<file path="config.mk">
export PLATFORM = sky130hd
export DESIGN_NAME = boot_select
export DESIGN_NICKNAME = d
export VERILOG_FILES = /design/src/rtl/boot_select.sv
export SDC_FILE = /design/constraint.sdc
export NUM_CORES = 1
export LEC_CHECK = 0
export BUFFER_PORTS_ARGS = -buffer_cell sky130_fd_sc_hd__buf_2
export CAP_MARGIN = 20
export CELL_PAD_IN_SITES_DETAIL_PLACEMENT = 0
export CELL_PAD_IN_SITES_GLOBAL_PLACEMENT = 1
export CORE_ASPECT_RATIO = 0.5
export CORE_MARGIN = 8
export CORE_UTILIZATION = 33
export DETAILED_ROUTE_END_ITERATION = 12
export PLACE_DENSITY_LB_ADDON = 0.1
export SLEW_MARGIN = 10
export SYNTH_ARGS = -nofsm -noshare
export SYNTH_HDL_FRONTEND = slang
export SYNTH_SLANG_ARGS = --single-unit
</file>
<file path="constraint.sdc">
create_clock -name clk -period 1.5 [get_ports clk]
set_input_delay 0.075 -clock clk [delete_from_list [all_inputs] [get_ports clk]]
set_output_delay 0.075 -clock clk [all_outputs]
set_load 0.01 [all_outputs]
</file>
<file path="src/rtl/boot_select.sv">
module boot_select #(
  parameter int AW = 24,
  parameter int RW = 16,
  parameter logic [RW-1:0] BASE_RST = 16'h0007,
  parameter logic [RW-1:0] OPT_RST  = 16'h7B70
) (
  input  logic          clk,
  input  logic          rst_n,
  input  logic [AW-1:0] addr,
  input  logic [2:0]    fc,
  input  logic          rw,
  input  logic          as_n,
  input  logic          uds_n,
  input  logic          lds_n,
  input  logic          d0_in,
  input  logic          reg_we,
  input  logic [1:0]    reg_sel,
  input  logic [RW-1:0] reg_wdata,
  output logic          sel_n,
  output logic          ack,
  output logic          ack_wide
);
  localparam int BW = AW - 11;

  logic [RW-1:0] base_q, opt_q;
  logic          pin_cs_q, wide_q, sel_q;
  logic [3:0]    cnt_q;

  always_ff @(posedge clk) begin
    if (!rst_n) begin
      base_q   <= BASE_RST;
      opt_q    <= OPT_RST;
      pin_cs_q <= 1'b1;
      wide_q   <= d0_in;
    end else if (reg_we) begin
      case (reg_sel)
        2'd0:    base_q   <= reg_wdata;
        2'd1:    opt_q    <= reg_wdata;
        2'd2:    pin_cs_q <= reg_wdata[1];
        default: ;
      endcase
    end
  end

  function automatic int ignored_bits(input logic [2:0] code);
    case (code)
      3'd0:    return 0;
      3'd1:    return 2;
      3'd2:    return 3;
      3'd3:    return 5;
      3'd4:    return 6;
      3'd5:    return 7;
      3'd6:    return 8;
      default: return 9;
    endcase
  endfunction

  logic [BW-1:0] mask;
  logic          addr_hit, strobe_on, lane_ok, dir_ok, space_ok, cpu_mode, cpu_hit, hit;
  logic [3:0]    waits;
  logic          sync_mode;

  assign mask      = {BW{1'b1}} << ignored_bits(base_q[2:0]);
  assign addr_hit  = ((addr[AW-1:11] ^ base_q[RW-1:RW-BW]) & mask) == '0;
  assign strobe_on = opt_q[10] ? (!uds_n || !lds_n) : !as_n;
  assign lane_ok   = (opt_q[14] && !uds_n) || (opt_q[13] && !lds_n);
  assign dir_ok    = rw ? opt_q[12] : opt_q[11];
  assign space_ok  = ((fc == 3'd1 || fc == 3'd2) && opt_q[4]) ||
                     ((fc == 3'd5 || fc == 3'd6) && opt_q[5]);
  assign cpu_mode  = opt_q[5:4] == 2'b00;
  assign cpu_hit   = fc == 3'd7 && addr[19:16] == 4'hF && !opt_q[0] &&
                     (opt_q[3:1] == 3'd0 || opt_q[3:1] == addr[3:1]);
  assign hit       = pin_cs_q && strobe_on &&
                     (cpu_mode ? cpu_hit : (space_ok && addr_hit && dir_ok && lane_ok));
  assign waits     = opt_q[9:6];
  assign sync_mode = opt_q[15];

  always_ff @(posedge clk) begin
    if (!rst_n) begin
      sel_q <= 1'b0;
      cnt_q <= '0;
    end else begin
      sel_q <= hit;
      if (!sel_q)
        cnt_q <= '0;
      else if (cnt_q != 4'hF && !(!sync_mode && cnt_q == waits))
        cnt_q <= cnt_q + 4'd1;
    end
  end

  assign sel_n    = !sel_q;
  assign ack      = sel_q && waits <= 4'd13 && cnt_q == waits;
  assign ack_wide = ack && wide_q;

  assert_sel_needs_strobe_R9: assert property (@(posedge clk) disable iff (!rst_n)
    !sel_n |-> $past(!as_n || !uds_n || !lds_n));
  assert_sel_release_R9: assert property (@(posedge clk) disable iff (!rst_n)
    (as_n && uds_n && lds_n) |=> sel_n);
  assert_ack_in_select_R6: assert property (@(posedge clk) disable iff (!rst_n)
    ack |-> !sel_n);
  assert_wide_with_ack_R3: assert property (@(posedge clk) disable iff (!rst_n)
    ack_wide |-> ack);
  assert_width_held_R3: assert property (@(posedge clk) disable iff (!rst_n)
    $past(rst_n) |-> $stable(wide_q));
  assert_pin_off_quiet_R4: assert property (@(posedge clk) disable iff (!rst_n)
    !pin_cs_q |=> sel_n);
  assert_sync_pulse_R11: assert property (@(posedge clk) disable iff (!rst_n)
    (sync_mode && ack && !reg_we) |=> !ack);
endmodule

</file>
; ---- After elaboration in Yosys (flattened, before gate mapping)
; Index checks and enable logic that the tools add are counted.
[word_totals]
ff_bits = 39
ram_bits = 0
latch_bits = 0
output_inout_bits = 3
rom_bits = 0
elab_cells = 71
n_memories = 0
[op_classes]
div = 0
bitwise = 2
order_cmp = 1
n_mul = 0
n_addsub = 1
reduce_logical = 39
eq_ne = 17
mux = 4
shifts = 1
[op_table]
columns = op, n
row1 = $shl A13 B32 Y13 const A, 1
row2 = $pmux W4 S7, 1
row3 = $eq A3 B3 Y1 const B, 6
row4 = $logic_and A1 B1 Y1, 17
row5 = $and A13 B13 Y13, 1
row6 = $logic_not A13 Y1, 1
row7 = $xor A13 B13 Y13, 1
row8 = $eq A3 B2 Y1 const B, 3
row9 = $reduce_and A2 Y1, 4
row10 = $logic_not A1 Y1, 7
row11 = $eq A3 B1 Y1 const B, 2
row12 = $logic_not A3 Y1, 2
row13 = $logic_or A1 B1 Y1, 6
row14 = $add A4 B1 Y4 const B, 1
row15 = $eq A4 B4 Y1, 1
row16 = $eq A4 B4 Y1 const B, 1
row17 = $le A4 B4 Y1 const B, 1
row18 = $logic_not A2 Y1, 2
row19 = $ne A4 B4 Y1 const B, 1
row20 = $eq A3 B3 Y1, 1
row21 = $mux W1, 3
row22 = $eq A2 B1 Y1 const B, 1
row23 = $eq A2 B2 Y1 const B, 1

; ---- Depth between registers and ports, before layout
[logic_depth]
depth_word = 10
ltp_mapped = 6
mapped_depth_nobuf = 5

; ---- Least setup slack after synthesis
; Ideal clock, no wire load.
[synth_timing]
path_kind = register to register
from = register base_q[12]
to = register sel_q
path_slack_ns = 0.072
arrival_time_ns = 1.368
t_required_ns = 1.440
synth_period_minus_slack_ns = 1.428
path_stages_with_launch = 5
n_path_buf = 0
path_cell_list = dfxtp_1 > xor2_1 > or4_1 > nor4_1 > a32o_1
[synth_via]
elab_chain_cells = 8
[synth_rtl]
columns = item, line
row1 = start: declaration, 25  ; logic [RW-1:0] base_q, opt_q;
row2 = start signal: assignment, 37  ; 2'd0: base_q <= reg_wdata;
row3 = $xor A13 B13 Y13, 64  ; assign addr_hit = ((addr[AW-1:11] ^ base_q[RW-1:RW-BW]) & mask) == '0;
row4 = $and A13 B13 Y13, 64
row5 = $logic_not A13 Y1, 64
row6 = $logic_and A1 B1 Y1 (3 in series), 74  ; (cpu_mode ? cpu_hit : (space_ok && addr_hit && dir_ok && lane_ok));
row7 = $mux W1, 74
row8 = $logic_and A1 B1 Y1, 73  ; assign hit = pin_cs_q && strobe_on &&
row9 = end signal: assignment, 83  ; sel_q <= hit;
row10 = end: declaration, 26  ; logic pin_cs_q, wide_q, sel_q;
; Every way passes these cells.
; A chain may end at the register's enable or synchronous reset.

; ---- Final worst setup path
[layout_timing]
from = register cnt_q[2]
to = output port ack_wide
[layout_via]
elab_chain_cells = 3
[layout_rtl]
columns = item, line
row1 = start: declaration, 27  ; logic [3:0] cnt_q;
row2 = start signal: assignment, 87  ; cnt_q <= cnt_q + 4'd1;
row3 = $eq A4 B4 Y1, 92  ; assign ack = sel_q && waits <= 4'd13 && cnt_q == waits;
row4 = $logic_and A1 B1 Y1, 92
row5 = $logic_and A1 B1 Y1, 93  ; assign ack_wide = ack && wide_q;
row6 = end: declaration, 21  ; output logic ack_wide
; Every way passes these cells.

==> results.yml <==
status:
  status: "finished with violations"
  violations: "setup timing"
cts:
  clkSlewWorstSetupHoldPaths_ns: 0.07
  clock-sinks: 39
  clock_path_buffers: 2
  ctsRootBufferMaster: "clkbuf_8"
  post_cts_buffers: 0
  cts_tree: "done"
  numCtsBuffers: 5
  htree_levels: 2
  clk_latency_ns: 0.29
synth:
  syn_inst: 229
  muxShareOfSynthArea_pct: 2.20
  ys_types: 36
  yosys_most_used_dff: "dfxtp_1"
  ys_ff_latch: 39
  avgSynthCellArea_um2: 7.96
  synth_edf_count: 1
  ys_warn_count: 0
  synth-simple-area-share_pct: 27.2
  synth_fa_ha_area_share_pct: 0.686
  synth_top_family_by_area: "simple AND/OR/NAND/NOR gates"
  synthesis.nets: 283
  netlist_area_mm2: 0.00182
  synthArstFlopShare_pct: 0
  ys_seq_area_share_pct: 43.4
  synth_xor_xnor_area_share_pct: 9.61
  synth-compound-area-share_pct: 13.4
detailed_routing:
  routed_wl_um: 5150
  drt-initial-drc-count: 71
  met2_length_um: 2100
  postRouteAntennaNets: 0
  viasPerCell: 4.73
  drtPass1Iterations: 4
  wl_met1_um: 2670
  routedWlPerCell_um: 14.2
  drc: 0
  topRoutingLayerUsed: "met4"
  wl_met3_um: 329
  vias: 1716
sta:
  holdWs_ns: 0.0148
  finalHoldViolations: 0
  fmax_mhz: 573
  layout_worst_path_cycle_share_pct: 116
  grt_setup_unrepaired: "true"
  fin_ws_ns: -0.244
  fin_worst_skew_ns: 0.00572
  finalCriticalPeriod_ns: 1.74
  slew_headroom_pct: 74.2
  tns_ns: -0.379
  setup_viol: 2
  worst_pin_slew_ns: 0.388
  drv_slew: 0
global_routing:
  grt_pass1_wl_um: 8120
  grt_use_total_pct: 12.7
  overflow: 0
  grt_max_degree: 19
  grt_pass1_vias: 1667
  antenna_found_initial: 0
cells_and_area:
  n_antenna_cell: 0
  layout_commonest_cell: "nand2_1"
  postLayoutCellArea_mm2: 0.00237
  fin_util_pct: 43.9
  drive_gt1_share_pct: 29.3
  layout.cells.non_filler: 363
  mostFrequentLayoutCells: "66 x nand2_1, 47 x buf_2, 32 x dfxtp_1"
  nNetsFinal: 343
  syn_to_final_growth_pct: 30.1
placement:
  preCtsSetupSlack_ns: -0.0738
  numPortBuffers: 47
  dp_hpwl_um: 3890
  dpl.cell_count: 354
  gp_congestion: 0.853
  placed_area_mm2: 0.00222
floorplanning:
  die_y_um: 68.6
  ioPinCount: 56
  fp.dieW_um: 121
  core-area_mm2: 0.00540
  initial_utilization_pct: 33.8
  dieArea_mm2: 0.00830
  row_count: 19
power_and_ir_drop:
  power_mw: 2.05
  p_clk_share_pct: 33.0
  peakVddDrop_uv: 522
  combPwrFrac_pct: 13.2
  cell_internal_pwr_mw: 1.53
  netSwitchingFraction_pct: 25.3
  leakagePower_nw: 1.01
  p_switching_mw: 0.519
  p_per_area_mw_per_mm2: 864
  seqPwrFrac_pct: 53.8
critical_path:
  crit_fanout: 2
  cp.arrival_ns: 1.67
  cp-start-kind: "register"
  required_ns: 1.42
  critPathKind: "reg2out"
  end_kind: "output pin"
min_path:
  hold_class: "in2reg"
run:
  max_cap_violations: 0
[metal layers]
layer	GRT usage, %	vias up
met5	0	-
met4	3.70	0
met3	4.14	8
met2	18.3	40
met1	17.7	766
li1	-	902
[registers in the layout (all words and copies together) (netlist names)]
register / cells
opt_q: 16
base_q: 16
cnt_q: 4
wide_q: 1
pin_cs_q: 1
sel_q: 1
[cell usage after synthesis, drive strengths merged, types with 2 or more instances]
cell type / count / share of area (%)
mux2i: 4 / 2.2
a31oi: 2 / 0.69
o21ai: 3 / 0.82
o22ai: 2 / 0.69
nor2: 7 / 1.4
nor2b: 2 / 0.69
or3b: 2 / 0.96
xnor2: 8 / 3.8
nor4: 4 / 1.4
dfxtp: 38 / 42
nand3: 13 / 3.6
xor2: 12 / 5.8
nand2: 66 / 14
nand3b: 2 / 0.82
a32o: 2 / 1.1
o211ai: 3 / 1.2
inv: 7 / 1.4
a21oi: 24 / 6.6
clkbuf: 10 / 2.1
nand4: 3 / 1.0
[path summary, 6_finish.rpt]
path	startpoint	end	slack, ns	cells past startpoint
max	cnt_q[2]	ack_wide	-0.24	6
min	reg_wdata[0]	base_q[0]	0.01	3
max reg2reg	cnt_q[0]	cnt_q[3]	0.05	5
min reg2reg	opt_q[15]	opt_q[15]	0.46	2
[cell families after synthesis]
group	count (synthesis)
flip-flops	39
AND/OR/NAND/NOR	107
multiplexers	4
AO/OA/AOI/OAI	41
adder cells (fa/ha/maj)	1
buffers and inverters	17
XOR/XNOR	20
[cell type report]
type	count	area, µm²
Clock buffer	7	76.3
Clock inverter	1	5.00
Fill cell	571	3030
Inverter	7	26.3
Multi-Input combinational cell	173	1010
Sequential cell	39	798
Tap cell	73	91.3
Timing Repair Buffer	63	365
[worst max-delay path, cell delays in order (launching register included)]
cell and delay, ns:
dfxtp_2 0.33, xor2_1 0.16, nor4_2 0.33, buf_4 0.17, and3_4 0.17, and2_1 0.11, buf_2 0.12
[what timing repair did]
action                     in CTS  in global routing
hold endpoints to repair        1                  0
hold buffers                    1                  0
pin swaps                       2                 10
gates resized for setup         5                 11
setup endpoints to repair       5                  5
[power groups by stage]
stage	logic (mW)	clock network (mW)	registers, mW
finish	0.270	0.676	1.10
global route	0.302	0.764	1.11
CTS	0.271	0.712	1.10
detailed placement	0.263	0	1.13
global placement	0.261	0	1.13
floorplan	0.134	0	1.12
(Power assumes the default switching activity.)
